## src/rtl/tos_loop_div.sv

```systemverilog
// Programmable loop counter: emits a one-cycle tick every MODULUS cycles.
// Assumes modulus values of 0 and 1 both mean "tick every cycle".
// The modulus is sampled only at reload, so a change applies to the next count.
module tos_loop_div #(
    parameter int MW = 9
) (
    input  logic          clk,
    input  logic          rst_n,
    input  logic [MW-1:0] modulus,
    output logic          tick
);
    logic [MW-1:0] cnt;
    logic [MW-1:0] reload;

    // Reload value is modulus minus one, clamped at zero.
    always_comb begin
        reload = (modulus > MW'(1)) ? (modulus - MW'(1)) : '0;
    end

    // Down-counter with reload and a registered terminal-count tick.
    always_ff @(posedge clk) begin
        if (!rst_n) begin
            cnt  <= '0;
            tick <= 1'b0;
        end else if (cnt == '0) begin
            cnt  <= reload;
            tick <= 1'b1;
        end else begin
            cnt  <= cnt - MW'(1);
            tick <= 1'b0;
        end
    end

    AST_TICK_GAP: assert property (@(posedge clk) disable iff (!rst_n)
        (tick && $stable(modulus) && modulus > MW'(1)) |=> !tick);
endmodule

```

## config.mk

```make
export PLATFORM = sky130hd
export DESIGN_NAME = tos_loop_div
export DESIGN_NICKNAME = d
export VERILOG_FILES = /design/src/rtl/tos_loop_div.sv
export SDC_FILE = /design/constraint.sdc
export NUM_CORES = 1
export LEC_CHECK = 0
export CAP_MARGIN = 20
export CORE_UTILIZATION = 40
export CTS_BUF_LIST = sky130_fd_sc_hd__clkbuf_16
export CTS_CLUSTER_DIAMETER = 120
export DETAILED_ROUTE_END_ITERATION = 16
export PLACE_DENSITY = 0.66
export SYNTH_ARGS = -nofsm -noshare
export SYNTH_HDL_FRONTEND = slang
export SYNTH_SLANG_ARGS = --single-unit
```

## constraint.sdc

```tcl
create_clock -name clk -period 5.85 [get_ports clk]
set_clock_uncertainty 0.1 [all_clocks]
set_input_delay 0.8775 -clock clk [delete_from_list [all_inputs] [get_ports clk]]
set_output_delay 0.8775 -clock clk [all_outputs]
set_load 0.005 [all_outputs]
```

==> results.rst, run 1 <==
.. list-table::
   :header-rows: 1

   * - Metric
     - Value
   * - Post-cts hold buffer count
     - 0
   * - Transition at the pin with the smallest max-transition slack
     - 0.4558 ns
   * - Clock tree buffer depth
     - 2
   * - Number of warnings reported in the yosys synthesis log
     - 0
   * - Clock sink count
     - 10
   * - Antenna violations before repair
     - 0
   * - Worst reg2reg setup slack
     - 3.73 ns
   * - Critical Path AT
     - 2.68 ns
   * - Die area
     - 1805 um2
   * - Detailed Route Iter0 Violations
     - 11
   * - Fillers
     - 141
   * - # port buffers
     - 11
   * - Switching Power
     - 0.0001262 W
   * - Length of the first detailed-routing pass in iterations
     - 4
   * - Final max-slew violation count
     - 0
   * - Number of cell rows
     - 14
   * - Total power per unit cell area
     - 448.0 nW/um2
   * - Vias after detailed routing
     - 604
   * - Die outline height
     - 42.49 um
   * - Worst vdd ir
     - 0.0001768 V
   * - Final global-route overflow total
     - 0
   * - Sequential group share of total power
     - 29.9%
   * - Layout Area Growth over Synthesis
     - 29.96%
   * - Area taken by flip-flops and latches
     - 200.2 um2
   * - Total wire length
     - 1.334 mm
   * - Estimated wirelength of the detail-placed design
     - 1.049 mm
   * - Starting utilization of the core area
     - 43.02%
   * - Critical Path End Type
     - flop
   * - Global-route total usage across every layer
     - 17.91%
   * - Max Cap Viol
     - 0
   * - Origin of the critical flop-to-flop path
     - cnt[0]
   * - Inserted Clock Buffers
     - 3
   * - Minimum period implied by the final worst setup slack
     - 2.651 ns
   * - Capturing point of the worst reg2reg path
     - cnt[5]
   * - Cells on worst reg2reg path
     - 6
   * - CP required
     - 5.87 ns
   * - Pin count of the biggest net entering global routing
     - 12
   * - Final routed DRC violation total
     - 0
   * - Resized cells post-CTS
     - 0
   * - Internal cell power
     - 0.0002555 W
   * - TritonCTS clock tree
     - yes
   * - Number of synthesized flops with an enable pin
     - 0
   * - Clock-pin transition on the worst setup and hold timing paths
     - 0.04 ns
   * - Number of levels in the clock H-tree
     - 1
   * - Number of nets with antenna violations after routing
     - 0
   * - Critical-path maximum fanout
     - 7
   * - Final period util
     - 45.32%
   * - Post-CTS setup repair buffer count
     - 0
   * - Most frequent cells in the layout
     - clkdlybuf4s50_1, dfxtp_1, inv_1
   * - Worst min-delay path startpoint
     - cnt[4]
   * - Setup repair after global routing missed its margin
     - false
   * - Top-Level Pins
     - 12
   * - Fraction of power consumed by combinational cells
     - 39.3%
   * - Synthesized Nets
     - 94
   * - Vias in the first global route
     - 599
   * - Top cell type's share of synthesized area
     - 30.53%
   * - Ys async rst share
     - 0%
   * - Final setup violation count
     - 0
   * - Startpoint type of the worst setup path
     - input pin
   * - CTS Root Buffer Type
     - clkbuf_16
   * - Switching share of total power
     - 33.06%
   * - Most common cell after layout, fill and taps aside
     - clkdlybuf4s50_1
   * - Final Hold Viols
     - 0
   * - Run status
     - finished clean
   * - Worst slew margin relative to its limit
     - 69.59%
   * - DR vias/cell
     - 5.593
   * - Routed length per placed instance
     - 12.35 um
   * - Hold Path Depth
     - 2
   * - Core box area
     - 1524 um2
   * - Wire length of the first global-routing pass
     - 2.387 mm
   * - Cell taking the most area after synthesis
     - dfxtp_1
   * - Commonest register cell after synthesis
     - dfxtp_1
   * - Clock latency at the later pin of the worst-skew pair
     - 0.23 ns
   * - Count of mapped cells out of synthesis
     - 80
   * - Kind of path behind the tightest hold check
     - reg -> reg
   * - Biggest area contributors in the synthesized netlist
     - dfxtp_1, xor2_1, ha_1
   * - Fmax
     - 0.3772 GHz
   * - Leakage power
     - 0.3604 nW
   * - Cell area after placement
     - 777.0 um2
   * - Gpl congestion
     - 0.7297
   * - Number of distinct library cells after synthesis
     - 30
   * - Setup TNS
     - 0 ns
   * - Synth Register Bits
     - 10
   * - Area of the multi-input gates
     - 420.4 um2
   * - Per-instance average area after synthesis
     - 8.195 um2
   * - Area of the mapped netlist
     - 655.6 um2
   * - ANT cells
     - 0
   * - Min Hold Slack
     - 0.4061 ns
   * - X dimension of the die
     - 42.49 um
   * - Power share of the clock group
     - 30.8%
   * - Critical setup path kind
     - in -> reg
   * - Terminating pin of the worst hold path
     - cnt[4]
   * - Fraction of layout cells with a size suffix above 1
     - 4.348%
   * - Post-synthesis sequential area ratio
     - 30.53%
   * - Cell area after layout
     - 852.1 um2
   * - Final net count
     - 108
-- kinds of logic after synthesis --
family	synth area share [%]
xor+xnor	10.69
buf+inv	5.343
fa+ha+maj	5.726
flops	30.53
compound gates	19.85
simple gates	26.34
mux	1.527
-- critical path: stages --
cell and delay, ns:
clkdlybuf4s50_1 0.48, nor4_1 0.46, o2111ai_1 0.33, and3_1 0.32, a32o_1 0.20
-- sequential cells by signal (all words and copies together), names as in the netlist --
| register | cells |
|---|---|
| cnt | 9 |
| tick | 1 |
-- synthesized netlist by cell type (3+ instances only) --
library cell	instances
nor2_1	5
o21a_1	3
inv_1	7
or4_1	4
o21ai_0	5
ha_1	3
dfxtp_1	10
a21oi_1	3
xor2_1	6
nand2_1	5
nor4_1	3
nor3b_1	3
-- power by group through the flow --
stage / registers [W] / logic, W / clock network (W)
final: 0.000114 / 0.000150 / 0.000118
after global placement: 0.000114 / 0.000149 / 0
after CTS: 0.000114 / 0.000152 / 0.000119
after floorplan: 0.000110 / 0.000119 / 0
after detailed placement: 0.000115 / 0.000149 / 0
after global routing: 0.000117 / 0.000172 / 0.000123
-- final cells by class --
class,instances,area share (%)
multi-input cells,61,49.34
flip-flops and latches,10,23.49
repair buffers,11,12.92
clock buffers,3,8.811
inverters,7,3.084
well taps,16,2.349
-- through the flow --
stage	utilization, %	setup WS (ns)	power (W)	cells
floorplan	-	3.667	0.0002285	80
global placement	50.99	3.020	0.0002629	105
detailed placement	50.99	2.950	0.0002642	105
CTS	55.91	3.196	0.0003843	108
global route	55.91	3.004	0.0004128	108
finish	55.91	3.199	0.0003817	108
-- metal layers --
layer	share of wire [%]	global-route usage [%]	up-vias
met2	50	29.23	18
li1	-	-	314
met5	0	0	-
met3	5.2	3.879	4
met4	1.7	11.25	0
met1	43	21.00	268
-- how the worst max path moves through the flow --
stage / startpoint / to / slack [ns] / depth (start not counted)
2_1_floorplan: modulus[2] / cnt[8] / 3.67 / 4
5_1_grt: modulus[2] / cnt[7] / 3.00 / 5
3_3_place_gp: modulus[2] / cnt[8] / 3.02 / 5
3_5_place_dp: modulus[2] / cnt[8] / 2.95 / 5
6_report: modulus[2] / cnt[8] / 3.20 / 5
4_1_cts: modulus[2] / cnt[8] / 3.20 / 5
Power figures use the tool's default switching activity.
==> run 2, diff against run 1 <==
--- a/config.mk
+++ b/config.mk
@@ -10,7 +10,7 @@
 export CTS_BUF_LIST = sky130_fd_sc_hd__clkbuf_16
 export CTS_CLUSTER_DIAMETER = 120
 export DETAILED_ROUTE_END_ITERATION = 16
-export PLACE_DENSITY = 0.66
+export PLACE_DENSITY = 0.68
 export SYNTH_ARGS = -nofsm -noshare
 export SYNTH_HDL_FRONTEND = slang
 export SYNTH_SLANG_ARGS = --single-unit
==> constraint.sdc (replaced) <==
create_clock -name clk -period 2.1 [get_ports clk]
set_clock_uncertainty 0.1 [all_clocks]
set_input_delay 0.315 -clock clk [delete_from_list [all_inputs] [get_ports clk]]
set_output_delay 0.315 -clock clk [all_outputs]
set_load 0.005 [all_outputs]
==> run 2 against run 1 <==
Wire length up 6.1%. Critical path depth unchanged. Via count up 11%. Final cell count up 14%. Cell area up 14%. Register-to-register slack worse by 3.6 ns. Global-route usage up 0.62 points. Die area unchanged. First-iteration DRC count down 18%. Sequential cell count unchanged. Worst setup slack worse by 3.1 ns. Sequential share of layout area down 2.8 points. Critical path type is now reg -> reg. Critical endpoint unchanged.
==> results.rst, run 2 (same netlist as run 1, synthesis figures left out) <==
.. list-table::
   :header-rows: 1

   * - Metric
     - Value
   * - Pin count of the biggest net entering global routing
     - 12
   * - Gpl congestion
     - 0.7851
   * - Kind of path behind the tightest hold check
     - reg -> reg
   * - Transition at the pin with the smallest max-transition slack
     - 0.3209 ns
   * - Routed length per placed instance
     - 11.50 um
   * - Die area
     - 1805 um2
   * - Fillers
     - 147
   * - Max Cap Viol
     - 0
   * - Final routed DRC violation total
     - 0
   * - Length of the first detailed-routing pass in iterations
     - 4
   * - CTS Root Buffer Type
     - clkbuf_16
   * - X dimension of the die
     - 42.49 um
   * - Minimum period implied by the final worst setup slack
     - 1.996 ns
   * - CP peak stage delay
     - 0.53 ns
   * - Total power per unit cell area
     - 1181 nW/um2
   * - Registers with the most flip-flops
     - cnt x9, tick x1
   * - Clock sink count
     - 10
   * - Critical Path End Type
     - flop
   * - Inserted Clock Buffers
     - 3
   * - Final Hold Viols
     - 0
   * - Register ranked first by flip-flop count
     - cnt
   * - Starting utilization of the core area
     - 43.02%
   * - Clock-pin transition on the worst setup and hold timing paths
     - 0.04 ns
   * - Critical setup path kind
     - reg -> reg
   * - Startpoint type of the worst setup path
     - flop
   * - Post-CTS setup repair buffer count
     - 0
   * - Die outline height
     - 42.49 um
   * - Run status
     - finished clean
   * - Critical-path maximum fanout
     - 5
   * - Leakage power
     - 0.4304 nW
   * - ANT cells
     - 0
   * - Min Hold Slack
     - 0.4062 ns
   * - Worst slew margin relative to its limit
     - 78.41%
   * - Vias after detailed routing
     - 672
   * - Final global-route overflow total
     - 0
   * - Resized cells post-CTS
     - 0
   * - Most common cell after layout, fill and taps aside
     - buf_4
   * - Clock tree buffer depth
     - 2
   * - Number of cell rows
     - 14
   * - Area of the multi-input gates
     - 426.7 um2
   * - Fraction of layout cells with a size suffix above 1
     - 17.76%
   * - CP required
     - 2.13 ns
   * - Final net count
     - 122
   * - Estimated wirelength of the detail-placed design
     - 1.134 mm
   * - Global-route total usage across every layer
     - 18.53%
   * - Layout Area Growth over Synthesis
     - 47.52%
   * - Fmax
     - 0.5011 GHz
   * - Vias in the first global route
     - 648
   * - Crit-path slowest cell
     - or4b_1
   * - Critical Path AT
     - 2.03 ns
   * - Final core utilization
     - 63.46%
   * - Wire length of the first global-routing pass
     - 2.532 mm
   * - Setup repair after global routing missed its margin
     - false
   * - Final period util
     - 95.03%
   * - Cells along the critical path
     - inv_1 -> ha_1 -> or4b_1 -> or4_1 -> a32o_1
   * - DR vias/cell
     - 5.463
   * - Core box area
     - 1524 um2
   * - Antenna violations before repair
     - 0
   * - Number of nets with antenna violations after routing
     - 0
   * - Top Family by Delay on Critical Path
     - simple AND/OR/NAND/NOR gates
   * - Number of flip-flops in the largest register
     - 9
   * - Post-cts hold buffer count
     - 0
   * - Number of levels in the clock H-tree
     - 1
   * - Detailed Route Iter0 Violations
     - 9
   * - Area taken by flip-flops and latches
     - 200.2 um2
   * - Final max-slew violation count
     - 0
   * - Clock latency at the later pin of the worst-skew pair
     - 0.24 ns
   * - # port buffers
     - 11
   * - Most frequent cells in the layout
     - buf_4, clkdlybuf4s50_1, dfxtp_1
   * - Final setup violation count
     - 0
   * - Combined buffer and inverter count along the critical path
     - 1
   * - Total wire length
     - 1.415 mm
   * - Worst vdd ir
     - 0.0004899 V
   * - TritonCTS clock tree
     - yes
   * - Top-Level Pins
     - 12
[run 2: changes by cell type in the layout (fill, tap and decap cells not counted), sizes merged]
cell,change
buf,+14
clkinv,+1
[run 2: where the power goes]
group	switching (W)	internal [W]	total (W)
registers	0.0000550	0.000261	0.000316
logic	0.000230	0.000256	0.000486
clock network	0.0000898	0.000250	0.000339
[run 2: cell type report]
cell class / count / area share, %
sequential: 10 / 20.70
clock inverter: 1 / 0.3881
inverter: 7 / 2.717
tap: 16 / 2.070
clock buffer: 3 / 7.762
timing repair buffer: 25 / 22.25
multi-input combinational: 61 / 44.11
[run 2: metal layers]
metal / vias up / track usage [%] / wire length (um)
met5: - / 0 / 0
met2: 20 / 32.00 / 698
met4: 0 / 16.25 / 51
met1: 303 / 19.95 / 611
met3: 5 / 1.293 / 53
li1: 344 / - / -
[run 2: final timing paths]
path	slack, ns	startpoint	cells after the start	to
max reg2reg	0.10	cnt[0]	5	cnt[8]
min	0.41	cnt[4]	2	cnt[4]
min reg2reg	0.41	cnt[4]	2	cnt[4]
max	0.10	cnt[0]	5	cnt[8]
[run 2: through the flow]
stage	power [W]	worst slack [ns]	setup TNS (ns)	cell area, um2	std cells
after floorplan	0.0006366	0.1314	0	655.6	80
after CTS	0.001147	0.1009	0	960.9	123
after detailed placement	0.0007992	-0.1224	-0.3609	882.1	119
after global routing	0.001224	0.004949	0	967.2	123
final	0.001142	0.1044	0	967.2	123
after global placement	0.0007911	-0.05652	-0.1303	882.1	119
[run 2: tightest hold or removal path: stages, from the launching register on]
cell,delay [ns]
dfxtp_1,0.32
nand2_1,0.06
a221oi_1,0.07
==> run 3, diff against run 2 <==
--- a/config.mk
+++ b/config.mk
@@ -10,7 +10,7 @@
 export CTS_BUF_LIST = sky130_fd_sc_hd__clkbuf_16
 export CTS_CLUSTER_DIAMETER = 120
 export DETAILED_ROUTE_END_ITERATION = 16
-export PLACE_DENSITY = 0.68
+export PLACE_DENSITY = 0.66
 export SYNTH_ARGS = -nofsm -noshare
 export SYNTH_HDL_FRONTEND = slang
 export SYNTH_SLANG_ARGS = --single-unit
==> run 3 against run 2 <==
Largest cell class unchanged. Sequential power increased by 1%. Largest power group unchanged. Final cell count decreased by 3.3%. Non-clock buffer count decreased by 4.
==> results.rst, run 3 (same netlist as run 1, synthesis figures left out) <==
.. list-table::
   :header-rows: 1

   * - Metric
     - Value
   * - Most frequent cells in the layout
     - clkdlybuf4s50_1, dfxtp_1, buf_4
   * - Critical Path AT
     - 1.99 ns
   * - Switching Power
     - 0.0003775 W
   * - Fillers
     - 148
   * - Max Cap Viol
     - 0
   * - Die outline height
     - 42.49 um
   * - Inserted Clock Buffers
     - 3
   * - Detailed Route Iter0 Violations
     - 8
   * - Area taken by flip-flops and latches
     - 200.2 um2
   * - Critical Path End Type
     - flop
   * - Area of the multi-input gates
     - 424.2 um2
   * - Final setup violation count
     - 0
   * - Number of cell rows
     - 14
   * - Internal cell power
     - 0.0007736 W
   * - Setup repair after global routing missed its margin
     - false
   * - Antenna violations before repair
     - 0
   * - Number of nets with antenna violations after routing
     - 0
   * - Clock sink count
     - 10
   * - Power consumption
     - 0.001151 W
   * - Clock-pin transition on the worst setup and hold timing paths
     - 0.04 ns
   * - Final max-slew violation count
     - 0
   * - Sequential group share of total power
     - 27.8%
   * - Vias after detailed routing
     - 641
   * - Transition at the pin with the smallest max-transition slack
     - 0.4260 ns
   * - Worst vdd ir
     - 0.0004900 V
   * - Fmax
     - 0.5115 GHz
   * - Resized cells post-CTS
     - 0
   * - Registers with the most flip-flops
     - cnt x9, tick x1
   * - Power share of the clock group
     - 29.7%
   * - TritonCTS clock tree
     - yes
   * - Starting utilization of the core area
     - 43.02%
   * - Top-Level Pins
     - 12
   * - Final net count
     - 118
   * - Total power per unit cell area
     - 1232 nW/um2
   * - Critical-path maximum fanout
     - 5
   * - # port buffers
     - 11
   * - Final period util
     - 93.09%
   * - Leakage power
     - 0.4113 nW
   * - Final Hold Viols
     - 0
   * - Wire length of the first global-routing pass
     - 2.539 mm
   * - Number of flip-flops in the largest register
     - 9
   * - Length of the first detailed-routing pass in iterations
     - 4
   * - Estimated wirelength of the detail-placed design
     - 1.123 mm
   * - Minimum period implied by the final worst setup slack
     - 1.955 ns
   * - Final routed DRC violation total
     - 0
   * - Fraction of layout cells with a size suffix above 1
     - 14.56%
   * - Number of levels in the clock H-tree
     - 1
   * - Startpoint type of the worst setup path
     - flop
   * - Pin count of the biggest net entering global routing
     - 12
   * - X dimension of the die
     - 42.49 um
   * - Top Family by Delay on Critical Path
     - simple AND/OR/NAND/NOR gates
   * - Final global-route overflow total
     - 0
   * - Clock tree buffer depth
     - 2
   * - CP peak stage delay
     - 0.50 ns
   * - Min Hold Slack
     - 0.4140 ns
   * - Core box area
     - 1524 um2
   * - Run status
     - finished clean
   * - Switching share of total power
     - 32.79%
   * - Critical setup path kind
     - reg -> reg
   * - ANT cells
     - 0
   * - Clock latency at the later pin of the worst-skew pair
     - 0.24 ns
   * - Crit-path slowest cell
     - or4b_4
   * - Worst slew margin relative to its limit
     - 71.57%
   * - Kind of path behind the tightest hold check
     - reg -> reg
   * - Layout Area Growth over Synthesis
     - 42.56%
   * - DR vias/cell
     - 5.387
   * - Register ranked first by flip-flop count
     - cnt
   * - Cells along the critical path
     - inv_1 -> ha_1 -> or4b_4 -> or4_1 -> a32o_1
   * - Total wire length
     - 1.448 mm
   * - Vias in the first global route
     - 636
   * - Cell area after placement
     - 852.1 um2
   * - Post-CTS setup repair buffer count
     - 0
   * - Global-route total usage across every layer
     - 19.01%
   * - CTS Root Buffer Type
     - clkbuf_16
   * - Cell area after layout
     - 934.6 um2
   * - Combined buffer and inverter count along the critical path
     - 1
   * - Die area
     - 1805 um2
   * - Most common cell after layout, fill and taps aside
     - clkdlybuf4s50_1
   * - Post-cts hold buffer count
     - 0
   * - CP required
     - 2.13 ns
   * - Gpl congestion
     - 0.7371
   * - Routed length per placed instance
     - 12.17 um
   * - Fraction of power consumed by combinational cells
     - 42.5%
-- run 3: worst paths after layout --
check	slack, ns	depth (start not counted)	startpoint	endpoint
worst max-delay path	0.15	5	cnt[0]	cnt[8]
worst min-delay path	0.41	1	cnt[8]	cnt[8]
worst max register to register	0.15	5	cnt[0]	cnt[8]
worst min register to register	0.41	1	cnt[8]	cnt[8]
-- run 3: layout make-up --
cell class	count	share of cell area, %
inverters	7	2.811
multi-input cells	61	45.38
clock inverters	1	0.4016
clock buffers	3	8.032
flip-flops and latches	10	21.42
repair buffers	21	19.81
well taps	16	2.142
-- run 3: power groups by stage --
stage,Sequential [W],Combinational (W),Clock (W)
2_1_floorplan,0.000306,0.000331,0
3_3_place_gp,0.000318,0.000474,0
3_5_place_dp,0.000322,0.000476,0
4_1_cts,0.000319,0.000480,0.000346
5_1_grt,0.000330,0.000551,0.000357
6_report,0.000320,0.000489,0.000342
-- run 3: per-layer routing --
layer	GRT usage [%]	up-vias	routed length [um]
li1	-	339	-
met1	21.90	280	639
met2	32.00	17	715
met3	1.293	5	39
met4	15.00	0	53
met5	0	-	0
-- run 3: per-stage QoR --
step	TNS, ns	instances	util, %	setup slack (ns)
5_1_grt	0	119	61.33	0.001824
3_3_place_gp	-0.004727	115	55.91	-0.004727
2_1_floorplan	0	80	-	0.1314
4_1_cts	0	119	61.08	0.08246
6_report	0	119	61.33	0.1451
3_5_place_dp	-0.04342	115	55.91	-0.02381
-- run 3: worst reg2reg max path: stages, from the launching register on --
cell and delay (ns):
dfxtp_1 0.31, inv_1 0.08, ha_1 0.16, or4b_4 0.50, or4_1 0.43, a32o_1 0.27
